File: src/rtl/l2_evt_pkg.sv
package l2_evt_pkg;
  localparam int NUM_SRC = 15;
  localparam int NUM_ERR = 8;
  localparam int NUM_CTR = 2;
  localparam int STAT_W  = NUM_ERR + 1;

  typedef enum logic [1:0] {
    IRQ_NONE = 2'd0,
    IRQ_EACH = 2'd1,
    IRQ_WRAP = 2'd2
  } irq_mode_e;

  typedef struct packed {
    logic [3:0] src;
    logic [1:0] mode;
  } ctr_cfg_t;

  // word offsets (byte offset >> 2)
  localparam logic [9:0] W_CTRL  = 10'h080;  // 0x200
  localparam logic [9:0] W_CFG1  = 10'h081;  // 0x204
  localparam logic [9:0] W_CFG0  = 10'h082;  // 0x208
  localparam logic [9:0] W_VAL1  = 10'h083;  // 0x20C
  localparam logic [9:0] W_VAL0  = 10'h084;  // 0x210
  localparam logic [9:0] W_MASK  = 10'h085;  // 0x214
  localparam logic [9:0] W_MSTAT = 10'h086;  // 0x218
  localparam logic [9:0] W_RAW   = 10'h087;  // 0x21C
  localparam logic [9:0] W_CLR   = 10'h088;  // 0x220
endpackage

File: src/rtl/l2_evt_counter.sv
module l2_evt_counter
  import l2_evt_pkg::*;
#(
  parameter int CNT_W = 32
) (
  input  logic             clk_i,
  input  logic             rst_ni,
  input  logic             en_i,
  input  logic             zero_i,
  input  ctr_cfg_t         cfg_i,
  input  logic [NUM_SRC-1:0] evt_i,
  output logic [CNT_W-1:0] cnt_o,
  output logic             hit_o
);
  logic [NUM_SRC:0] evt_ext;
  logic             sel, inc, wrap;
  logic [CNT_W-1:0] cnt_q;

  // slot 0 is the disabled source
  assign evt_ext = {evt_i, 1'b0};
  assign sel     = evt_ext[cfg_i.src];
  assign inc     = en_i & sel;
  assign wrap    = inc & (&cnt_q);

  always_ff @(posedge clk_i or negedge rst_ni) begin
    if (!rst_ni)     cnt_q <= '0;
    else if (zero_i) cnt_q <= '0;
    else if (inc)    cnt_q <= cnt_q + 1'b1;
  end

  always_comb begin
    case (cfg_i.mode)
      IRQ_EACH: hit_o = inc;
      IRQ_WRAP: hit_o = wrap;
      default:  hit_o = 1'b0;
    endcase
  end

  assign cnt_o = cnt_q;
endmodule

File: src/rtl/l2_evt_irq.sv
module l2_evt_irq
  import l2_evt_pkg::*;
(
  input  logic              clk_i,
  input  logic              rst_ni,
  input  logic [STAT_W-1:0] set_i,
  input  logic [STAT_W-1:0] clr_i,
  input  logic              mask_we_i,
  input  logic [STAT_W-1:0] mask_i,
  output logic [STAT_W-1:0] raw_o,
  output logic [STAT_W-1:0] mask_o,
  output logic [STAT_W-1:0] masked_o,
  output logic              irq_o
);
  logic [STAT_W-1:0] raw_q, mask_q;

  always_ff @(posedge clk_i or negedge rst_ni) begin
    if (!rst_ni) begin
      raw_q  <= '0;
      mask_q <= '1;
    end else begin
      raw_q <= (raw_q & ~clr_i) | set_i;  // set beats clear
      if (mask_we_i) mask_q <= mask_i;
    end
  end

  assign raw_o    = raw_q;
  assign mask_o   = mask_q;
  assign masked_o = raw_q & mask_q;
  assign irq_o    = |masked_o;
endmodule

File: src/rtl/l2_evt_mon.sv
module l2_evt_mon
  import l2_evt_pkg::*;
#(
  parameter int CNT_W = 32
) (
  input  logic        clk_i,
  input  logic        rst_ni,
  input  logic        req_i,
  input  logic        we_i,
  input  logic [11:0] addr_i,
  input  logic [31:0] wdata_i,
  output logic [31:0] rdata_o,
  input  logic [14:0] evt_i,
  input  logic [7:0]  err_i,
  output logic        irq_o
);
  logic [9:0]        waddr;
  logic              wr, rd;
  logic              en_q;
  ctr_cfg_t          cfg_q [NUM_CTR];
  logic [CNT_W-1:0]  cnt_val [NUM_CTR];
  logic [NUM_CTR-1:0] hit_v, zero_v;
  logic [STAT_W-1:0] set_v, clr_v, raw_v, mask_v, masked_v;
  logic [31:0]       rmux;
  logic              unused_bits;

  assign waddr = addr_i[11:2];
  assign wr    = req_i & we_i;
  assign rd    = req_i & ~we_i;
  assign unused_bits = ^{addr_i[1:0], wdata_i[31:9]};

  always_ff @(posedge clk_i or negedge rst_ni) begin
    if (!rst_ni) en_q <= 1'b0;
    else if (wr && waddr == W_CTRL) en_q <= wdata_i[0];
  end

  // counter i clear request on control bit i+1, self-clearing
  assign zero_v[0] = wr && waddr == W_CTRL && wdata_i[1];
  assign zero_v[1] = wr && waddr == W_CTRL && wdata_i[2];

  for (genvar i = 0; i < NUM_CTR; i++) begin : g_ctr
    localparam logic [9:0] CFG_OFF = (i == 0) ? W_CFG0 : W_CFG1;

    always_ff @(posedge clk_i or negedge rst_ni) begin
      if (!rst_ni) cfg_q[i] <= '0;
      else if (wr && waddr == CFG_OFF) cfg_q[i] <= wdata_i[5:0];
    end

    l2_evt_counter #(.CNT_W(CNT_W)) u_ctr (
      .clk_i  (clk_i),
      .rst_ni (rst_ni),
      .en_i   (en_q),
      .zero_i (zero_v[i]),
      .cfg_i  (cfg_q[i]),
      .evt_i  (evt_i),
      .cnt_o  (cnt_val[i]),
      .hit_o  (hit_v[i])
    );
  end

  assign set_v = {err_i, |hit_v};
  assign clr_v = (wr && waddr == W_CLR) ? wdata_i[STAT_W-1:0] : '0;

  l2_evt_irq u_irq (
    .clk_i     (clk_i),
    .rst_ni    (rst_ni),
    .set_i     (set_v),
    .clr_i     (clr_v),
    .mask_we_i (wr && waddr == W_MASK),
    .mask_i    (wdata_i[STAT_W-1:0]),
    .raw_o     (raw_v),
    .mask_o    (mask_v),
    .masked_o  (masked_v),
    .irq_o     (irq_o)
  );

  always_comb begin
    rmux = '0;
    case (waddr)
      W_CTRL:  rmux = {31'd0, en_q};
      W_CFG0:  rmux = {26'd0, cfg_q[0]};
      W_CFG1:  rmux = {26'd0, cfg_q[1]};
      W_VAL0:  rmux = 32'(cnt_val[0]);
      W_VAL1:  rmux = 32'(cnt_val[1]);
      W_MASK:  rmux = 32'(mask_v);
      W_MSTAT: rmux = 32'(masked_v);
      W_RAW:   rmux = 32'(raw_v);
      default: rmux = '0;
    endcase
  end

  assign rdata_o = rd ? rmux : '0;
endmodule


File: config.mk
export PLATFORM = sky130hd
export DESIGN_NAME = l2_evt_mon
export DESIGN_NICKNAME = d
export VERILOG_FILES = /design/src/rtl/l2_evt_pkg.sv /design/src/rtl/l2_evt_counter.sv /design/src/rtl/l2_evt_irq.sv /design/src/rtl/l2_evt_mon.sv
export SDC_FILE = /design/constraint.sdc
export NUM_CORES = 1
export LEC_CHECK = 0
export ABC_AREA = 1
export BUFFER_PORTS_ARGS = -buffer_cell sky130_fd_sc_hd__buf_2
export CORE_UTILIZATION = 59
export CTS_CLUSTER_DIAMETER = 40
export CTS_CLUSTER_SIZE = 30
export DETAILED_ROUTE_END_ITERATION = 10
export PLACE_DENSITY = 0.92
export SLEW_MARGIN = 10
export SYNTH_ARGS = -nofsm -noshare
export SYNTH_HDL_FRONTEND = slang
export SYNTH_SLANG_ARGS = --single-unit
File: constraint.sdc
create_clock -name clk_i -period 1.9 [get_ports clk_i]
set_input_delay 0.19 -clock clk_i [delete_from_list [all_inputs] [get_ports clk_i]]
set_output_delay 0.19 -clock clk_i [all_outputs]
set_load 0.02 [all_outputs]
After elaboration in Yosys (flattened, before gate mapping)
Index checks and enable logic that the tools add are counted.

cells by class
  bitwise operators = 11
  reductions and logical operators = 13
  add/sub/neg operators = 2
  $lt $le $gt $ge = 2
  eq/ne operators = 13
  mux-type cells = 13

operators with widths
  kind                                                count
  one-hot mux 32 bit (8 select lines)                 1
  2-to-1 mux 32 bit                                   5
  == test 10 x 8 -> 1 bit, second input constant      9
  adder 32 x 1 -> 32 bit, second input constant       2
  AND reduction 32 bit                                2
  bitwise AND 9 bit                                   2
  < comparator 4 x 5 -> 1 bit, second input constant  2
  2-to-1 mux 9 bit                                    1
  NOT 9 bit                                           1
  OR 9 bit                                            1
  OR reduction 9 bit                                  1
  binary-select mux 1 bit (select 4 bit)              2
  logical AND 1 bit                                   7
  bitwise AND 1 bit                                   6
  == test 2 x 1 -> 1 bit, second input constant       2
  == test 2 bit, second input constant                2
  one-hot mux 1 bit (2 select lines)                  2
  nonzero test 2 bit                                  2
  2-to-1 mux 1 bit                                    2
  OR reduction 2 bit                                  1
  NOT 1 bit                                           1

storage, ports and cells
  output and inout bits = 33
  register bits after elaboration = 95
  word-level logic and storage cells = 63
  bits of input ports = 71

Logic depth before layout (Yosys ltp)
Gate-level depths: netlist of run 1.

  word-level depth = 7
  mapped depth = 13
  gate-level depth less buffers = 11

Hierarchy
Synthesis of run 1 repeated with hierarchy kept, for this count alone.

unflattened totals
  cells, all modules = 1295
  area total of the unflattened synthesis = 8176.6 sq um

modules (own cells, without submodules)
  module                           times used  cells an instance  area an instance (sq um)  sequential area each (sq um)
  l2_evt_counter (g_ctr[0].u_ctr)  1           451                2805.2                    800.8
  l2_evt_counter (g_ctr[1].u_ctr)  1           450                2706.3                    800.8
  l2_evt_mon                       1           303                1864.3                    325.3
  l2_evt_irq                       1           91                 800.8                     461.7

Worst setup path before layout of run 1
Ideal clock, no wire load.

  path type = input-to-output
  from = input addr_i[6]
  to = output rdata_o[5]
  stages = 6
  buffers on the path = 1
  arrival time = 1.534 ns
  path slack = 0.176 ns
  cells stage by stage = nor2_1 nand3_2 nor3_2 buf_2 o2111ai_1 a21oi_1

between the ends
  longest elaborated chain between the ends = 3
  elaborated cells between the ends (all ways) = 10

RTL lines
  element                                line              source
  start: declaration                     l2_evt_mon.sv:10  input logic [11:0] addr_i,
  == test 10 x 8 -> 1 bit                l2_evt_mon.sv:79  case (waddr)
  one-hot mux 32 bit (8 select lines) *  l2_evt_mon.sv:79
  2-to-1 mux 32 bit *                    l2_evt_mon.sv:92  assign rdata_o = rd ? rmux : '0;
  end: declaration                       l2_evt_mon.sv:12  output logic [31:0] rdata_o,

Every way passes the cells marked *; elsewhere a longest branch is shown, timed or not.

Final worst setup path of run 1
  from = input addr_i[6]
  to = output rdata_o[4]

Same word-level chain as after synthesis.

==> results of run 1 <==
## cell usage in the layout, fill, tap and decap left out, drive strengths merged
cell	synthesis	layout
and3	4	4
xor2	28	28
inv	100	100
a21oi	34	34
o21ai	42	42
nor3	17	17
or2	1	1
o21bai	3	3
o31ai	1	1
nand2	398	398
bufinv	0	1
dfstp	9	9
clkinv	0	3
nor4	2	2
xnor2	17	17
nor2	122	122
nand3b	43	43
dlygate4sd3	0	1
dfrtp	86	86
clkbuf	9	11
ha	6	6
o2111ai	1	1
nand4	26	26
clkinvlp	0	1
buf	28	123
nand3	129	129
## worst max-delay path, stage by stage
cell	delay [ns]
buf_2	0.12
nor2_4	0.10
nand3_4	0.10
buf_12	0.15
nor4_4	0.32
buf_12	0.17
nand2_1	0.08
nand2_1	0.07
nor2_1	0.04
a21oi_1	0.16
buf_4	0.17
## flip-flops by register name (all words and copies together) (netlist names)
register / cells
u_irq.raw_o: 9
cfg_q: 12
en_q: 1
u_irq.mask_o: 9
g_ctr.u_ctr.cnt_o: 64
## through the flow
stage	cells	power, mW	hold slack, ns
5_1_grt	1352	4.30	0.0173
3_5_place_dp	1332	2.30	0.157
6_report	1352	4.20	0.0128
3_3_place_gp	1332	2.30	0.157
2_1_floorplan	1106	2.16	-0.106
4_1_cts	1349	4.20	0.00948
## how the worst max path moves through the flow
stage | start | cells past startpoint | to
final | addr_i[6] | 11 | rdata_o[4]
after global routing | addr_i[6] | 10 | rdata_o[11]
after CTS | cfg_q[2] | 11 | g_ctr[1].u_ctr.cnt_o[18]
after detailed placement | addr_i[6] | 10 | rdata_o[8]
after global placement | addr_i[6] | 10 | rdata_o[8]
after floorplan | addr_i[6] | 6 | rdata_o[5]
## kinds of logic (layout without fill, tap and decap cells)
logic type | count (synthesis) | count (layout)
and+or+nand+nor | 742 | 742
buffers and inverters | 137 | 240
DFF | 95 | 95
AOI/OAI and AO/OA | 81 | 81
xor gates and xnor gates | 45 | 45
adders and majority gates | 6 | 6
## what timing repair did
item	4_1_cts	5_1_grt
gates resized for setup	0	33
setup endpoints to repair	0	79
hold buffers	1	0
endpoints found under the hold margin	30	0
buffers inserted	0	3
## metal layers
| metal | wire (µm) | part of all wire (%) | global-route usage, % |
|---|---|---|---|
| met2 | 10300 | 48 | 58.2 |
| met1 | 8690 | 40 | 45.3 |
| met4 | 649 | 3.0 | 13.0 |
| met5 | 0 | 0 | 0 |
| met3 | 2000 | 9.3 | 7.56 |
## final cells by class
| cell class | count | area (µm²) | share of cell area (%) |
|---|---|---|---|
| well taps | 143 | 179 | 2.12 |
| inverters | 100 | 380 | 4.52 |
| repair buffers | 124 | 891 | 10.6 |
| clock inverters | 5 | 56.3 | 0.669 |
| clock buffers | 11 | 253 | 3.00 |
| multi-input cells | 874 | 4270 | 50.8 |
| flip-flops and latches | 95 | 2390 | 28.4 |
## report_power, final
part	switching (mW)	internal [mW]
Clock	0.831	1.09
Sequential	0.00568	2.03
Combinational	0.162	0.0861
Total	0.998	3.20
==> impl_metrics.ini, run 1 <==
[outcome]
status = finished, violations left
failed_checks = DRC

[drt]
drc = 2
routed_wl_um = 21600
drt-wirelength-per-cell_um = 16.0
antenna_left = 0
vias = 7881
initialDrtViolationCount = 946
vias_per_cell = 5.83
firstDrtPassIters = 9

[timing]
maxSlewHeadroom_pct = 71.8
tns_ns = 0
max_freq_mhz = 537
setup_violations = 0
drv_slew = 0
finalCriticalPeriod_ns = 1.86
skew_ns = 0.00954
worst_slew_pin_slew_ns = 0.422
finalHoldViolations = 0
rsz0062_at_grt = true
setup_ws_ns = 0.0368
period_share_pct = 98.1

[logic_synthesis]
ys.flop_type = dfrtp_1
synth-compound-area-share_pct = 5.84
synth_area_leader_cell = dfrtp_1
synth_commonest_cells = 395 x nand2_1, 126 x nand3_1, 120 x nor2_1, 95 x inv_1, 86 x dfrtp_1
synth_top_family_by_area = simple AND/OR/NAND/NOR gates
synth_area_mm2 = 0.00718
synth_edf_count = 0
synthSimpleGateAreaFrac_pct = 46.2
yosysSeqAreaShare_pct = 33.3
synth_top_area_share_pct = 30.0
synth.mux.area_fraction_pct = 0
ys_ff_latch = 95
yosys_warnings = 0
yosysMostFrequentCell = nand2_1
synth_xor_xnor_area_share_pct = 5.49
async_flop_share_pct = 100
ys_top_cells_by_area = dfrtp_1 30%, nand2_1 21%, nand3_1 8.8%, nor2_1 6.3%, inv_1 5.0%
synthDistinctLibCells = 37
synth_area_per_cell_um2 = 6.49
synthCells = 1106
syn-num-nets = 1183
synthAdderAreaFrac_pct = 1.05

[floorplanning]
die_area_mm2 = 0.0126
io_pins = 104
dieHeight_um = 112
core_mm2 = 0.0117
initial_core_util_pct = 61.6
rows = 39
dieWidth_um = 112

[power]
irDropWorstVdd_v = 0.000578
pwr_density_cell_mw_per_mm2 = 499
p_leak_nw = 3.88

[setup_path]
r2r_setup_slack_ns = 0.10
cp.arrival_ns = 1.67
worstPathMaxFanout = 10
timing.rr.end = g_ctr[1].u_ctr.cnt_o[25]
crit_type = in2out
timing.rr.start = g_ctr[1].u_ctr.cnt_o[3]
reg2regPathDepth = 8
cp-start-kind = primary input
crit_required_ns = 1.71
endpoint_kind = primary output

[place]
gp_congestion = 1.00
preCtsSetupSlack_ns = 0.0170
hpwl_um = 15700
port-buffer-count = 78
place_area_mm2 = 0.00796

[global_routing]
antenna_found_initial = 0
grt_pass1_vias = 7322
grt_max_degree = 45
grt_pass1_wl_um = 34900
grt_use_total_pct = 35.1
overflow = 0

[clock_tree]
cts_made_buffers = 9
clk_latency_ns = 0.36
h-tree-depth = 3
cts_max_path_buffers = 2
cts-root-buf = clkbuf_16
clk_pin_slew_ns = 0.07
cts_tree = built
cts.sinks = 95

[hold_path]
hold_depth = 3
hp-start = err_i[2]
hold_class = in2reg
hold_end = u_irq.raw_o[3]

[final_layout]
antennaDiodeCount = 0
final_nets = 1281
synthToLayoutAreaGrowth_pct = 17.3
layout-drive-gt1-share_pct = 14.7
design_area_mm2 = 0.00842
fillers = 951
final_core_util_pct = 72.2

[flow_run]
maxCapViolations = 0
No activity file was read; power rests on OpenSTA's default activity.
==> run 2, diff against run 1 <==
BUFFER_PORTS_ARGS = -buffer_cell sky130_fd_sc_hd__buf_4   (was -buffer_cell sky130_fd_sc_hd__buf_2)
==> impl_metrics.ini, run 2 (synthesized netlist as in run 1, its figures left out) <==
[outcome]
status = finished, violations left
failed_checks = DRC

[setup_path]
crit_type = in2out
timing.rr.start = cfg_q[10]
cp.arrival_ns = 1.68
slowest_stage = nor3_4
cpLargestDelayFamily = buffers and inverters
endpoint_kind = primary output
r2r_setup_slack_ns = 0.13
timing.rr.end = g_ctr[0].u_ctr.cnt_o[3]
crit_top_cell = buf_4
max_stage_delay_ns = 0.22
crit_required_ns = 1.71
cp-start-kind = primary input
worst-path-buf-inv = 4
cp_cell_sequence = buf_4 -> nor2_4 -> nand3_4 -> buf_12 -> nor3_4 -> buf_6 -> nand2_1 -> o21ai_1 -> nor2_1 -> a21oi_1 -> buf_4
worstPathMaxFanout = 8
reg2regPathDepth = 9

[clock_tree]
cts.sinks = 95
clk_latency_ns = 0.37
cts_tree = built
h-tree-depth = 3
cts_max_path_buffers = 2
cts-root-buf = clkbuf_16
cts_made_buffers = 9
clk_pin_slew_ns = 0.06

[floorplanning]
core_mm2 = 0.0117
dieHeight_um = 112
rows = 39
initial_core_util_pct = 61.6
io_pins = 104
die_area_mm2 = 0.0126
dieWidth_um = 112

[drt]
met1_length_um = 8670
wl_met3_um = 1930
wl_met2_um = 10400
routed_wl_um = 21600
antenna_left = 0
vias_per_cell = 5.83
drc = 2
vias = 7888
drt-wirelength-per-cell_um = 16.0
firstDrtPassIters = 9
initialDrtViolationCount = 932
highest_layer = met4

[final_layout]
seq_area_mm2 = 0.00239
antennaDiodeCount = 0
largest_reg_flops = 64
multi_input_area_mm2 = 0.00429
fin_cells = 1353
synthToLayoutAreaGrowth_pct = 20.1
final_cell_mix = 394 x nand2_1, 125 x nand3_1, 114 x nor2_1
design_area_mm2 = 0.00862
layout-drive-gt1-share_pct = 15.3
final_nets = 1282
fillers = 921
layout_commonest_cell = nand2_1
final_core_util_pct = 73.9

[timing]
worst_slew_pin_slew_ns = 0.470
setup_violations = 0
setup_ws_ns = 0.0285
whs_ns = 0.00921
period_share_pct = 98.5
drv_slew = 0
finalHoldViolations = 0
skew_ns = 0.0128
finalCriticalPeriod_ns = 1.87
maxSlewHeadroom_pct = 68.6
tns_ns = 0
max_freq_mhz = 534

[global_routing]
grt_use_total_pct = 35.2
grt_pass1_vias = 7368
overflow = 0
grt_max_degree = 38
grt_pass1_wl_um = 35300
antenna_found_initial = 0

[flow_run]
maxCapViolations = 0

[hold_path]
hold_depth = 3
hold_class = in2reg
hold_end = u_irq.raw_o[7]
hp-start = err_i[6]

[place]
gp_congestion = 0.972
post-place-cells = 1333
place_area_mm2 = 0.00813
port-buffer-count = 78
hpwl_um = 15700
preCtsSetupSlack_ns = 0.0288

[power]
power_mw = 4.44
pwr_density_cell_mw_per_mm2 = 515
irDropWorstVdd_v = 0.000646
p_leak_nw = 3.92
run 2: cell count changes in the layout (fill, tap and decap cells not counted), moves of 3 or more:
cell	change
nor2_2	+3
buf_2	-68
buf_4	+71
buf_12	-3
nor2_1	-3
run 2: where the power goes:
| group | internal (mW) | switching (mW) |
|---|---|---|
| clock | 1.32 | 0.810 |
| combinational | 0.111 | 0.161 |
| sequential | 2.03 | 0.00544 |
| total | 3.46 | 0.976 |
run 2: worst register-to-register path, stage by stage (launching register included):
cell	delay, ns
dfrtp_1	0.43
inv_1	0.18
nand3_1	0.12
nand3_1	0.10
nand3_1	0.07
nand2_1	0.13
nand2_1	0.19
buf_4	0.27
nand3_1	0.11
nand2_1	0.06
run 2: repair_timing:
action,in CTS,in global routing
gates resized for setup,0,33
setup buffers,0,3
hold endpoints to repair,23,0
endpoints found under the setup margin,0,79
hold buffers,1,0
run 2: cell type report:
cell class / count / share of cell area (%)
clock buffers: 11 / 2.81
clock inverters: 5 / 1.22
inverters: 100 / 4.41
multi-input cells: 874 / 49.8
flip-flops and latches: 95 / 27.7
well taps: 143 / 2.07
repair buffers: 125 / 12.0
run 2: per-layer routing:
layer	up-vias	GRT usage [%]
met2	441	58.1
met4	0	13.5
li1	3761	-
met1	3621	45.9
met5	-	0
met3	65	6.80
run 2: worst max path at each step:
stage	start	to	slack, ns	cells after the start
floorplan	addr_i[6]	rdata_o[5]	0.18	6
global placement	addr_i[6]	rdata_o[8]	0.03	10
detailed placement	addr_i[6]	rdata_o[5]	0.03	11
CTS	addr_i[6]	rdata_o[5]	0.02	11
global route	g_ctr[0].u_ctr.cnt_o[1]	g_ctr[0].u_ctr.cnt_o[24]	-0.03	9
finish	addr_i[6]	rdata_o[7]	0.03	11
==> run 3, diff against run 2 <==
PLACE_DENSITY = 0.91   (was 0.92)
SYNTH_HIERARCHICAL = 1   (was not set)
==> impl_metrics.ini, run 3 <==
[logic_synthesis]
synth_area_leader_cell = dfrtp_1
syn-num-nets = 1372
async_flop_share_pct = 100
synth_area_mm2 = 0.00818
ys_ff_latch = 95
synth_commonest_cells = 431 x nand2_1, 165 x inv_1, 150 x nand3_1, 134 x nor2_1, 89 x nand4_1
ys.flop_type = dfrtp_1
yosysSeqAreaShare_pct = 29.2
synth_top_area_share_pct = 26.3
yosys_warnings = 6
yosysMostFrequentCell = nand2_1
ys_top_cells_by_area = dfrtp_1 26%, nand2_1 20%, nand3_1 9.2%, inv_1 7.6%, nand4_1 6.8%
synthCells = 1295
synthDistinctLibCells = 39
synth_area_per_cell_um2 = 6.31
synth_edf_count = 0

[clock_tree]
cts_max_path_buffers = 2
cts-root-buf = clkbuf_16
post-cts-setup-buffers = 0
clk_pin_slew_ns = 0.07
cts_tree = built
cts.sinks = 95
cts_made_buffers = 9
clk_latency_ns = 0.36
h-tree-depth = 3

[global_routing]
grt_pass1_wl_um = 38400
grt_pass1_vias = 8091
overflow = 0
grt_use_total_pct = 33.3
grt_max_degree = 96
antenna_found_initial = 0

[final_layout]
antennaDiodeCount = 0
final_core_util_pct = 70.1
largest_reg_flops = 64
final_cell_mix = 431 x nand2_1, 165 x inv_1, 150 x nand3_1
synthToLayoutAreaGrowth_pct = 14.8
layout-drive-gt1-share_pct = 17.8
layout_commonest_cell = nand2_1
final_nets = 1457

[timing]
tns_ns = 0
whs_ns = 0.0213
rsz0062_at_grt = false
finalHoldViolations = 0
setup_violations = 0
worst_slew_pin_slew_ns = 0.534
period_share_pct = 96.6
drv_slew = 0
finalCriticalPeriod_ns = 1.83
skew_ns = 0.00604
max_freq_mhz = 545
maxSlewHeadroom_pct = 64.4

[floorplanning]
dieWidth_um = 120
initial_core_util_pct = 61.0
io_pins = 104
core_mm2 = 0.0134
rows = 42
die_area_mm2 = 0.0143
dieHeight_um = 120

[power]
p_int_mw = 3.32
power_frac_comb_pct = 6.3
switching_power_mw = 1.01
seqPwrFrac_pct = 47.1
p_leak_nw = 4.95
irDropWorstVdd_v = 0.000397
p_clk_share_pct = 46.6
power_mw = 4.33
switching_share_pct = 23.3
pwr_density_cell_mw_per_mm2 = 461

[setup_path]
r2r_setup_slack_ns = 0.16
crit_required_ns = 1.71
worstPathMaxFanout = 13
crit_type = in2out
endpoint_kind = primary output
cp-start-kind = primary input
cp.arrival_ns = 1.64

[outcome]
status = finished, final reports clean

[flow_run]
maxCapViolations = 0

[place]
port-buffer-count = 78
gp_congestion = 0.968
hpwl_um = 16700

[drt]
routed_wl_um = 23400
drt-wirelength-per-cell_um = 15.0
vias = 8954
initialDrtViolationCount = 995
vias_per_cell = 5.74
firstDrtPassIters = 6
antenna_left = 0
drc = 0

[hold_path]
hold_class = in2reg
## run 3: what timing repair did
item                                    4_1_cts  5_1_grt
endpoints found under the setup margin        0       56
hold endpoints to repair                     86        0
hold buffers                                  1        0
gates resized for setup                       0        5
## run 3: layout make-up
| cell class | instances | area [µm²] |
|---|---|---|
| inverters | 188 | 711 |
| fillers | 1119 | 4010 |
| clock buffers | 12 | 246 |
| flip-flops and latches | 95 | 2390 |
| clock inverters | 4 | 70.1 |
| multi-input cells | 959 | 4740 |
| repair buffers | 127 | 1010 |
| well taps | 176 | 220 |
## run 3: kinds of logic (layout without fill, tap and decap cells)
logic type               Yosys count  after routing  share of synthesized area, %
AO/OA/AOI/OAI                     72             72                          6.18
AND/OR/NAND/NOR                  860            861                          48.4
XOR/XNOR                          20             20                          2.14
adder cells (fa/ha/maj)            6              6                         0.918
buffers and inverters            242            331                          13.2
flip-flops                        95             95                          29.2
## run 3: worst max-delay path, stage by stage
cell and delay [ns]:
buf_4 0.11, nor2_1 0.16, inv_2 0.08, nor2_8 0.18, nand2_8 0.13, nor2_4 0.30
nand2_1 0.12, a21oi_2 0.20, buf_4 0.17
## run 3: power by group through the flow
stage,Combinational [mW],Clock [mW],Sequential (mW)
finish,0.272,2.02,2.04
global route,0.300,2.11,2.04
CTS,0.270,2.02,2.04
detailed placement,0.268,0,2.07
global placement,0.262,0,2.07
floorplan,0.114,0,2.07
## run 3: final timing paths
kind | cells past startpoint | endpoint | start
max in group asynchronous | 3 | cfg_q[2] | rst_ni
worst max-delay path | 9 | rdata_o[9] | addr_i[7]
worst min-delay path | 2 | u_irq/raw_o[3] | err_i[2]
worst max register to register | 10 | u_irq/raw_o[0] | cfg_q[8]
worst min register to register | 2 | u_irq/mask_o[6] | u_irq/mask_o[6]
min in group asynchronous | 3 | g_ctr[1].u_ctr/cnt_o[28] | rst_ni
## run 3: metal layers
| metal | vias to the layer above | share of wire, % | track usage (%) |
|---|---|---|---|
| met1 | 4113 | 41 | 45.0 |
| met3 | 60 | 10 | 5.28 |
| met2 | 503 | 47 | 53.1 |
| met5 | - | 0 | 0 |
| li1 | 4278 | - | - |
| met4 | 0 | 2.6 | 13.2 |
## run 3: through the flow
stage	area (µm²)	std cells	worst slack, ns
after floorplan	8180	1295	0.175
after global placement	9030	1543	0.109
after detailed placement	9030	1543	0.0735
after CTS	9360	1560	0.0487
after global routing	9390	1561	0.00191
final	9390	1561	0.0653
